`src/rtl/isq_pkg.sv`:
```
package isq_pkg;

    localparam int NSRC   = 5;
    localparam int STAT_W = 10;
    localparam int TAG_W  = 6;
    localparam int WORD_W = STAT_W + TAG_W;

    typedef enum logic [2:0] {
        SRC_RX   = 3'd0,
        SRC_TX   = 3'd1,
        SRC_BUF  = 3'd2,
        SRC_MISS = 3'd3,
        SRC_COLL = 3'd4
    } src_e;

    typedef struct packed {
        logic              vld;
        logic [STAT_W-1:0] info;
    } report_t;

    function automatic logic [TAG_W-1:0] tag_of(input int idx);
        case (idx)
            0:       return 6'h04;
            1:       return 6'h08;
            2:       return 6'h0C;
            3:       return 6'h10;
            default: return 6'h12;
        endcase
    endfunction

    function automatic logic [WORD_W-1:0] pack_word(input logic [STAT_W-1:0] info,
                                                    input logic [TAG_W-1:0] tag);
        return {info, tag};
    endfunction

    function automatic logic multi_entry(input int idx);
        return (idx == int'(SRC_RX)) || (idx == int'(SRC_TX));
    endfunction

endpackage

```
`src/rtl/isq_evt_fifo.sv`:
```
module isq_evt_fifo
    import isq_pkg::*;
#(
    parameter int DEPTH = 4
) (
    input  logic              clk,
    input  logic              rst,
    input  logic              push,
    input  logic [STAT_W-1:0] push_info,
    input  logic              pop,
    output report_t           head
);
    localparam int PTR_W = (DEPTH > 1) ? $clog2(DEPTH) : 1;
    localparam int CNT_W = $clog2(DEPTH + 1);
    localparam logic [PTR_W-1:0] LAST = PTR_W'(DEPTH - 1);
    localparam logic [CNT_W-1:0] FULL = CNT_W'(DEPTH);

    logic [STAT_W-1:0] mem_q [DEPTH];
    logic [PTR_W-1:0]  wr_q, rd_q, newest;
    logic [CNT_W-1:0]  cnt_q;
    logic              is_full, is_empty, do_pop, do_push, do_merge;

    function automatic logic [PTR_W-1:0] bump(input logic [PTR_W-1:0] p);
        return (p == LAST) ? '0 : p + 1'b1;
    endfunction

    assign is_full  = (cnt_q == FULL);
    assign is_empty = (cnt_q == '0);
    assign do_pop   = pop && !is_empty;
    assign do_push  = push && (!is_full || do_pop);
    assign do_merge = push && is_full && !do_pop;
    assign newest   = (wr_q == '0) ? LAST : wr_q - 1'b1;

    always_ff @(posedge clk) begin
        if (rst) begin
            wr_q  <= '0;
            rd_q  <= '0;
            cnt_q <= '0;
            for (int i = 0; i < DEPTH; i++) mem_q[i] <= '0;
        end else begin
            if (do_pop) begin
                mem_q[rd_q] <= '0;
                rd_q        <= bump(rd_q);
            end
            if (do_push) begin
                mem_q[wr_q] <= push_info;
                wr_q        <= bump(wr_q);
            end
            if (do_merge) mem_q[newest] <= mem_q[newest] | push_info;
            case ({do_push, do_pop})
                2'b10:   cnt_q <= cnt_q + 1'b1;
                2'b01:   cnt_q <= cnt_q - 1'b1;
                default: cnt_q <= cnt_q;
            endcase
        end
    end

    assign head.vld  = !is_empty;
    assign head.info = mem_q[rd_q];

endmodule

```
`src/rtl/isq_evt_slot.sv`:
```
module isq_evt_slot
    import isq_pkg::*;
(
    input  logic              clk,
    input  logic              rst,
    input  logic              push,
    input  logic [STAT_W-1:0] push_info,
    input  logic              pop,
    output report_t           head
);
    report_t slot_q;

    always_ff @(posedge clk) begin
        if (rst) begin
            slot_q <= '0;
        end else if (push) begin
            slot_q.vld  <= 1'b1;
            slot_q.info <= (pop || !slot_q.vld) ? push_info : (slot_q.info | push_info);
        end else if (pop) begin
            slot_q <= '0;
        end
    end

    assign head = slot_q;

endmodule

```
`src/rtl/isq_front_sel.sv`:
```
module isq_front_sel
    import isq_pkg::*;
(
    input  report_t             heads [NSRC],
    input  logic                rd_stb,
    output logic [WORD_W-1:0]   word,
    output logic [NSRC-1:0]     pops,
    output logic                any
);
    logic [NSRC-1:0] grant;

    always_comb begin
        grant = '0;
        word  = '0;
        for (int i = NSRC - 1; i >= 0; i--) begin
            if (heads[i].vld) begin
                grant = '0;
                grant[i] = 1'b1;
                word = pack_word(heads[i].info, tag_of(i));
            end
        end
    end

    assign any  = |grant;
    assign pops = rd_stb ? grant : '0;

endmodule

```
`src/rtl/isq_irq_ctrl.sv`:
```
module isq_irq_ctrl #(
    parameter int HOLD_CYC = 80,
    parameter int LINES    = 4
) (
    input  logic                     clk,
    input  logic                     rst,
    input  logic                     enable,
    input  logic                     pending,
    input  logic                     rd_stb,
    input  logic [$clog2(LINES)-1:0] line_sel,
    input  logic                     lines_off,
    output logic                     req,
    output logic [LINES-1:0]         lines,
    output logic [LINES-1:0]         lines_oe
);
    localparam int CNT_W = $clog2(HOLD_CYC + 1);
    localparam logic [CNT_W-1:0] LIMIT = CNT_W'(HOLD_CYC - 1);
    localparam int SEL_W = $clog2(LINES);

    logic             req_q, holding_q, null_seen_q;
    logic [CNT_W-1:0] cnt_q;
    logic             null_now, hold_done;

    assign null_now  = rd_stb && !pending;
    assign hold_done = (null_seen_q || null_now) && (cnt_q >= LIMIT);

    always_ff @(posedge clk) begin
        if (rst) begin
            req_q       <= 1'b0;
            holding_q   <= 1'b0;
            null_seen_q <= 1'b0;
            cnt_q       <= '0;
        end else if (holding_q) begin
            req_q <= 1'b0;
            if (hold_done) begin
                holding_q   <= 1'b0;
                null_seen_q <= 1'b0;
            end else begin
                null_seen_q <= null_seen_q || null_now;
                if (cnt_q < LIMIT) cnt_q <= cnt_q + 1'b1;
            end
        end else if (rd_stb && req_q) begin
            req_q       <= 1'b0;
            holding_q   <= 1'b1;
            null_seen_q <= null_now;
            cnt_q       <= '0;
        end else begin
            req_q <= enable && pending;
        end
    end

    assign req = req_q;

    for (genvar i = 0; i < LINES; i++) begin : g_line
        assign lines_oe[i] = !lines_off && (line_sel == SEL_W'(i));
        assign lines[i]    = lines_oe[i] && req_q;
    end

endmodule

```
`src/rtl/irq_status_queue.sv`:
```
module irq_status_queue
    import isq_pkg::*;
#(
    parameter int QDEPTH   = 4,
    parameter int HOLD_CYC = 80,
    parameter int LINES    = 4
) (
    input  logic                     clk,
    input  logic                     rst,
    input  logic                     rx_vld,
    input  logic [9:0]               rx_info,
    input  logic                     tx_vld,
    input  logic [9:0]               tx_info,
    input  logic                     buf_vld,
    input  logic [9:0]               buf_info,
    input  logic                     miss_vld,
    input  logic [9:0]               miss_info,
    input  logic                     coll_vld,
    input  logic [9:0]               coll_info,
    input  logic                     irq_enable,
    input  logic [$clog2(LINES)-1:0] line_sel,
    input  logic                     lines_off,
    input  logic                     rd_stb,
    output logic [15:0]              rd_data,
    output logic [LINES-1:0]         irq_out,
    output logic [LINES-1:0]         irq_oe
);
    logic [NSRC-1:0]   evt_vld;
    logic [STAT_W-1:0] evt_info [NSRC];
    report_t           heads    [NSRC];
    logic [NSRC-1:0]   pops;
    logic              any_pending;
    logic              irq_req;

    assign evt_vld     = {coll_vld, miss_vld, buf_vld, tx_vld, rx_vld};
    assign evt_info[0] = rx_info;
    assign evt_info[1] = tx_info;
    assign evt_info[2] = buf_info;
    assign evt_info[3] = miss_info;
    assign evt_info[4] = coll_info;

    for (genvar s = 0; s < NSRC; s++) begin : g_src
        if (multi_entry(s)) begin : g_queue
            isq_evt_fifo #(.DEPTH(QDEPTH)) u_fifo (
                .clk(clk), .rst(rst),
                .push(evt_vld[s]), .push_info(evt_info[s]),
                .pop(pops[s]), .head(heads[s])
            );
        end else begin : g_single
            isq_evt_slot u_slot (
                .clk(clk), .rst(rst),
                .push(evt_vld[s]), .push_info(evt_info[s]),
                .pop(pops[s]), .head(heads[s])
            );
        end
    end

    isq_front_sel u_sel (
        .heads(heads), .rd_stb(rd_stb),
        .word(rd_data), .pops(pops), .any(any_pending)
    );

    isq_irq_ctrl #(.HOLD_CYC(HOLD_CYC), .LINES(LINES)) u_irq (
        .clk(clk), .rst(rst),
        .enable(irq_enable), .pending(any_pending), .rd_stb(rd_stb),
        .line_sel(line_sel), .lines_off(lines_off),
        .req(irq_req), .lines(irq_out), .lines_oe(irq_oe)
    );

endmodule

```
`config.mk`:
```
export PLATFORM = sky130hd
export DESIGN_NAME = irq_status_queue
export DESIGN_NICKNAME = d
export VERILOG_FILES = /design/src/rtl/isq_pkg.sv /design/src/rtl/isq_evt_fifo.sv /design/src/rtl/isq_evt_slot.sv /design/src/rtl/isq_front_sel.sv /design/src/rtl/isq_irq_ctrl.sv /design/src/rtl/irq_status_queue.sv
export SDC_FILE = /design/constraint.sdc
export NUM_CORES = 1
export LEC_CHECK = 0
export CAP_MARGIN = 15
export CORE_MARGIN = 5
export CORE_UTILIZATION = 57
export CTS_BUF_LIST = sky130_fd_sc_hd__clkbuf_16
export DETAILED_ROUTE_END_ITERATION = 6
export PLACE_DENSITY = 0.82
export SYNTH_ARGS = -nofsm -noshare
export SYNTH_HDL_FRONTEND = slang
export SYNTH_SLANG_ARGS = --single-unit
```
`constraint.sdc`:
```
create_clock -name clk -period 3.3 [get_ports clk]
set_input_delay 0.66 -clock clk [delete_from_list [all_inputs] [get_ports clk]]
set_output_delay 0.66 -clock clk [all_outputs]
set_load 0.05 [all_outputs]
```
Yosys cells after proc, flatten, opt, wreduce, memory -nomap -nowiden --
Memory sizes are Yosys's and may differ from the RTL's. A register that Yosys moved wholly into a read port is not among the register bits. Index checks and enable logic that the tools add are counted.
Word-level totals: register bits after elaboration 57, bits in latches 0, bits in writable memories 80, bits in read-only memories 0, input bits 62, output and inout bits 24, logic and storage cells 188, memories 2
Cells by class: add/sub/neg operators 11, multiply operators 0, divide/modulo/power cells 0, $lt $le $gt $ge 2, equality and inequality tests 15, shift-type cells 0, mux-type cells 80, bitwise logic cells 5, reductions and logical operators 57
Memories:
- g_src[0].g_queue.u_fifo.mem_q | words 4, bits a word 10, read ports 2, clocked after memory_dff 1, wr ports 4, line isq_evt_fifo.sv:18 | logic [STAT_W-1:0] mem_q [DEPTH];
- g_src[1].g_queue.u_fifo.mem_q | words 4, bits a word 10, read ports 2, clocked after memory_dff 1, wr ports 4, line isq_evt_fifo.sv:18
Operators by type and width (count):
- $mux 10 | 9
- $mux 16 | 5
- $mux 11 | 6
- $reduce_or 10->1 | 6
- $or 10x10->10 | 5
- $mux 1 | 32
- $mux 2 | 16
- $mux 5 | 6
- $mux 7 | 4
- $logic_and 1x1->1 | 20
- $eq 2x2->1 const B | 8
- $pmux 3 s2 | 2
- $reduce_bool 2->1 | 6
- $logic_not 1->1 | 11
- $add 2x1->2 const B | 4
- $add 7x1->7 const B | 1
- $ge 7x7->1 const B | 1
- $lt 7x7->1 const B | 1
- $add 3x1->3 const B | 2
- $eq 2x1->1 const B | 3
- $eq 3x3->1 const B | 2
- $logic_not 2->1 | 3
- $logic_not 3->1 | 2
- $logic_or 1x1->1 | 6
- other kinds (6) | 9

Logic depth before layout (Yosys ltp) --
depth after elaboration 14, gate-level depth with buffers 11, depth with buffers taken out 9

Cells and area by module --
From an unflattened synthesis, not the netlist that was laid out.
Unflattened totals: cell total of the unflattened synthesis 723, area, all modules 8396.8 um^2
By module, submodules not included:
- isq_evt_fifo at g_src[1].g_queue.u_fifo | instances 1, cells each 216, area each 2839.0 um^2, sequential area each 1381.3 um^2
- isq_evt_fifo at g_src[0].g_queue.u_fifo | instances 1, cells each 212, area each 2785.2 um^2, sequential area each 1381.3 um^2
- isq_evt_slot | instances 3, cells each 50, area each 545.5 um^2, sequential area each 220.2 um^2
- isq_irq_ctrl | instances 1, cells each 77, area each 663.1 um^2, sequential area each 200.2 um^2
- isq_front_sel | instances 1, cells each 68, area each 473.0 um^2, sequential area each 0.0 um^2

Worst setup path after synthesis --
OpenSTA, ideal clock, no wires.
path kind register -> output, from reg g_src[0].g_queue.u_fifo.cnt_q[1], to out rd_data[1], data arrival time 2199 ps, required time 2640 ps, path slack 441 ps, cell stages (with the launch flop) 6, path buffers 2, cell sequence dfxtp_1 buf_4 nor3_1 clkbuf_1 nand2_1 nor3_1
Between the ends: cells in the longest elaborated chain, start to end 2
Ends and longest elaborated chain:
- start, declared | line isq_evt_fifo.sv:20 | logic [CNT_W-1:0] cnt_q;
- start signal, assigned | line isq_evt_fifo.sv:51 | 2'b10: cnt_q <= cnt_q + 1'b1;
- start signal, assigned | line isq_evt_fifo.sv:52 | 2'b01: cnt_q <= cnt_q - 1'b1;
- start signal, assigned | line isq_evt_fifo.sv:53 | default: cnt_q <= cnt_q;
- $logic_not 3->1 | line isq_evt_fifo.sv:28 | assign is_empty = (cnt_q == '0);
- $mux 16 | line isq_front_sel.sv:16 | if (heads[i].vld) begin
- end, declared | line irq_status_queue.sv:24 | output logic [15:0] rd_data,
Every way passes these cells.

Worst setup path in the final report --
from reg g_src[3].g_single.u_slot.slot_q, in the netlist g_src[3].g_single.u_slot.head[10], to out rd_data[4]
Between the ends: cells in the longest elaborated chain, start to end 4
Ends and longest elaborated chain:
- start, declared | line isq_evt_slot.sv:11 | report_t slot_q;
- $mux 16 (4 in a row) | line isq_front_sel.sv:16
Every way passes these cells.

==> metrics.md <==
| Metric | Value |
|---|---|
| Status | `complete, no violations` |
| Total GRT Usage | `26.2%` |
| DIE AREA | `0.0160 sq mm` |
| N_diodes | `0` |
| RSZ-0062 raised after global routing | `no` |
| CTS clock-pin slew for the worst setup and hold paths | `60 ps` |
| Crit path launch type | `flop` |
| Period utilization | `94.2%` |
| Horiz. Die Dim | `127 um` |
| Via/cell ratio | `6.28` |
| Vias in the first global route | `6570` |
| Total core area | `0.0133 sq mm` |
| Unique masters post-synth | `64` |
| Maximum fanout along the worst path | `28` |
| Worst Hold Class | `reg -> reg` |
| Initial antenna violation count | `0` |
| Crit path capture type | `output port` |
| H-tree depth | `4` |
| Synth Area in Compound Gates | `15.0%` |
| Largest family of logic cells by synthesized area | `simple AND/OR/NAND/NOR gates` |
| Mux cell area share after synthesis | `11.6%` |
| Synth Register Bits | `141` |
| First-pass GRT wire length | `33400 um` |
| Syn_area_per_cell | `9.87 sq um` |
| Clock tree buffer depth | `2` |
| Post-Synth Simple-Gate Area | `18.7%` |
| Final hold vios | `0` |
| Port Buffers | `83` |
| Fin Setup TNS | `0 ps` |
| Worst Path Class, Setup | `reg -> out` |
| Rows | `42` |
| Layout cells sized above 1 | `15.4%` |
| Peak VDD IR | `0.000724 V` |
| Post-Syn Area | `0.00774 sq mm` |
| Cells after Synth | `784` |
| ANT nets after route | `0` |
| Post-synth top area share | `31.0%` |
| Pre-antenna DRT Iters | `6` |
| Final setup fails | `0` |
| CTS tree | `done` |
| CTS Buf Count | `17` |
| Slew headroom | `45.3%` |
| RePlAce Congestion | `0.853` |
| Routed vias | `6610` |
| Avg WL per Cell | `20.0 um` |
| Top_reg_cell synth | `edfxtp_1` |
| Syn. warnings | `0` |
| Final Net Count | `941` |
| DRT iter0 DRCs | `793` |
| Area leader, netlist | `edfxtp_1` |
| Post-Synth XOR/XNOR Area | `0.566%` |
| Number of flops mapped to enable cells by yosys | `80` |
| Num ports | `86` |
| Post-CTS Setup Bufs | `0` |
| Final setup skew | `7.85 ps` |
| Post-synthesis adder-cell area fraction | `2.62%` |
| Ys async rst share | `0%` |
| Tightest Pin Transition | `819 ps` |
| Area contributors post-synth | `edfxtp_1 31%, dfxtp_1 16%, mux4_2 12%, nand2_1 7.7%, o21ai_0 6.0%` |
| Die Y | `127 um` |
| Detailed-placement wirelength estimate | `14100 um` |
| Remaining Overflow, GRT | `0` |
| CTS sink cnt | `141` |
| Final wirelength | `21100 um` |
| DRC | `0` |
| Leakage Power | `3.46 nW` |
| Max Cap Viol | `0` |
| Crit path time final | `3110 ps` |
| Hold buffers post-CTS | `0` |
| Critical Path RT | `2640 ps` |
| Clk Latency, worst-skew pair | `430 ps` |
| Reg-to-reg setup timing slack | `830 ps` |
| Starting Density | `58.2%` |
| Pin count of the biggest net entering global routing | `46` |
| Area grow syn2layout | `21.6%` |
| Fmax | `0.322 GHz` |
| P per Cell Area | `763 mW/mm^2` |
| Slew Limit Fails | `0` |
| CP arrival | `2450 ps` |
| Sequential element share of the synthesized area | `46.8%` |
| Cts repair resizes | `0` |
| Root buffer cell | `clkbuf_16` |
| Worst hold slack | `498 ps` |
-- registers in the layout, summed over array words and instances, names as in the netlist, named ones only --
name and flops:
g_src.g_queue.u_fifo.mem_q 80, g_src.g_single.u_slot.head 33, u_irq.cnt_q 7, g_src.g_queue.u_fifo.cnt_q 6, g_src.g_queue.u_fifo.rd_q 4, g_src.g_queue.u_fifo.wr_q 4
u_irq.holding_q 1, u_irq.null_seen_q 1, u_irq.req 1
-- area by class of cell --
| cell class | count | area (sq um) |
|---|---|---|
| fillers | 937 | 3880 |
| multi-input cells | 566 | 3760 |
| flip-flops and latches | 141 | 3620 |
| repair buffers | 114 | 1100 |
| clock buffers | 17 | 425 |
| well taps | 176 | 220 |
| clock inverters | 15 | 191 |
| inverters | 24 | 90.1 |
-- metrics by stage --
step / cells / worst slack (ps) / cell area [sq um] / util, % / power, mW
after floorplan: 785 / 441 / 7740 / - / 4.10
after global placement: 1021 / 245 / 8790 / 66.1 / 5.08
after detailed placement: 1021 / 176 / 8790 / 66.1 / 5.14
after CTS: 1053 / 227 / 9410 / 70.8 / 7.17
after global routing: 1053 / 57.4 / 9410 / 70.8 / 7.47
final: 1053 / 191 / 9410 / 70.8 / 7.18
-- logic make-up (layout without fill, tap and decap cells) --
family | Yosys count | in the layout
xor gates and xnor gates | 5 | 5
DFF | 141 | 141
adders and majority gates | 15 | 15
buffers and inverters | 78 | 170
AOI/OAI and AO/OA | 198 | 198
muxes | 40 | 40
other | 1 | 2
and+or+nand+nor | 306 | 306
-- worst paths after layout --
path                                                                      from                                             to  depth (start not counted)
worst max-delay path            g_src[3].g_single.u_slot.head[10]$_SDFFE_PP0P_                                     rd_data[4]                          3
worst min-delay path             g_src[4].g_single.u_slot.head[1]$_SDFFE_PP0P_  g_src[4].g_single.u_slot.head[1]$_SDFFE_PP0P_                          2
worst max register to register    g_src[1].g_queue.u_fifo.wr_q[1]$_SDFFE_PP0P_  g_src[1].g_queue.u_fifo.mem_q[2][1]$_DFFE_PP_                          5
worst min register to register   g_src[4].g_single.u_slot.head[1]$_SDFFE_PP0P_  g_src[4].g_single.u_slot.head[1]$_SDFFE_PP0P_                          2
-- cells in the final DEF, fill, tap and decap left out, types with 3 or more instances in the layout --
master,instances
nand2_1,158
o21ai_0,93
edfxtp_1,80
nor2_1,70
clkdlybuf4s50_1,67
dfxtp_1,61
mux4_2,40
buf_4,40
a21oi_1,34
a22oi_1,30
inv_1,24
clkbuf_16,17
a31oi_1,16
ha_1,13
nor3_1,11
and3b_1,10
nand3_1,10
nor3b_1,8
buf_12,6
nand2b_1,5
o21ai_1,5
nand4_1,4
xor2_1,4
inv_6,4
bufinv_16,4
or3_1,3
nor2_2,3
clkinv_1,3
-- power by group --
group | leakage (nW) | internal [mW] | switching (mW) | total, mW
combinational | 1.83 | 1.14 | 1.68 | 2.81
clock | 0.297 | 1.26 | 0.757 | 2.02
sequential | 1.33 | 2.11 | 0.240 | 2.35
-- metal layers --
metal	track usage, %	wire length [um]	share of wire, %	vias up
li1	-	-	-	3012
met1	33.1	8280	39	3161
met2	43.6	10300	49	382
met3	6.47	1980	9.4	55
met4	10.5	561	2.7	0
met5	0	0	0	-
-- cells in the mapped netlist, drive strengths merged, types with 3 or more instances --
library cell,n
xor2,4
nand4,4
nand3,10
edfxtp,80
a21oi,34
dfxtp,61
clkbuf,33
or2,3
nor3b,8
buf,21
or3,4
a22oi,30
nand2,159
nor2,74
nor3,13
a31oi,17
ha,13
mux4,40
inv,24
nand2b,5
and3b,10
o21ai,99
-- critical path: stages, from the launching register on --
cell and delay [ps]:
dfxtp_1 850, nor2_1 180, nor2_1 170, clkdlybuf4s50_1 820
Note: power is estimated with default switching activity, not from simulation.
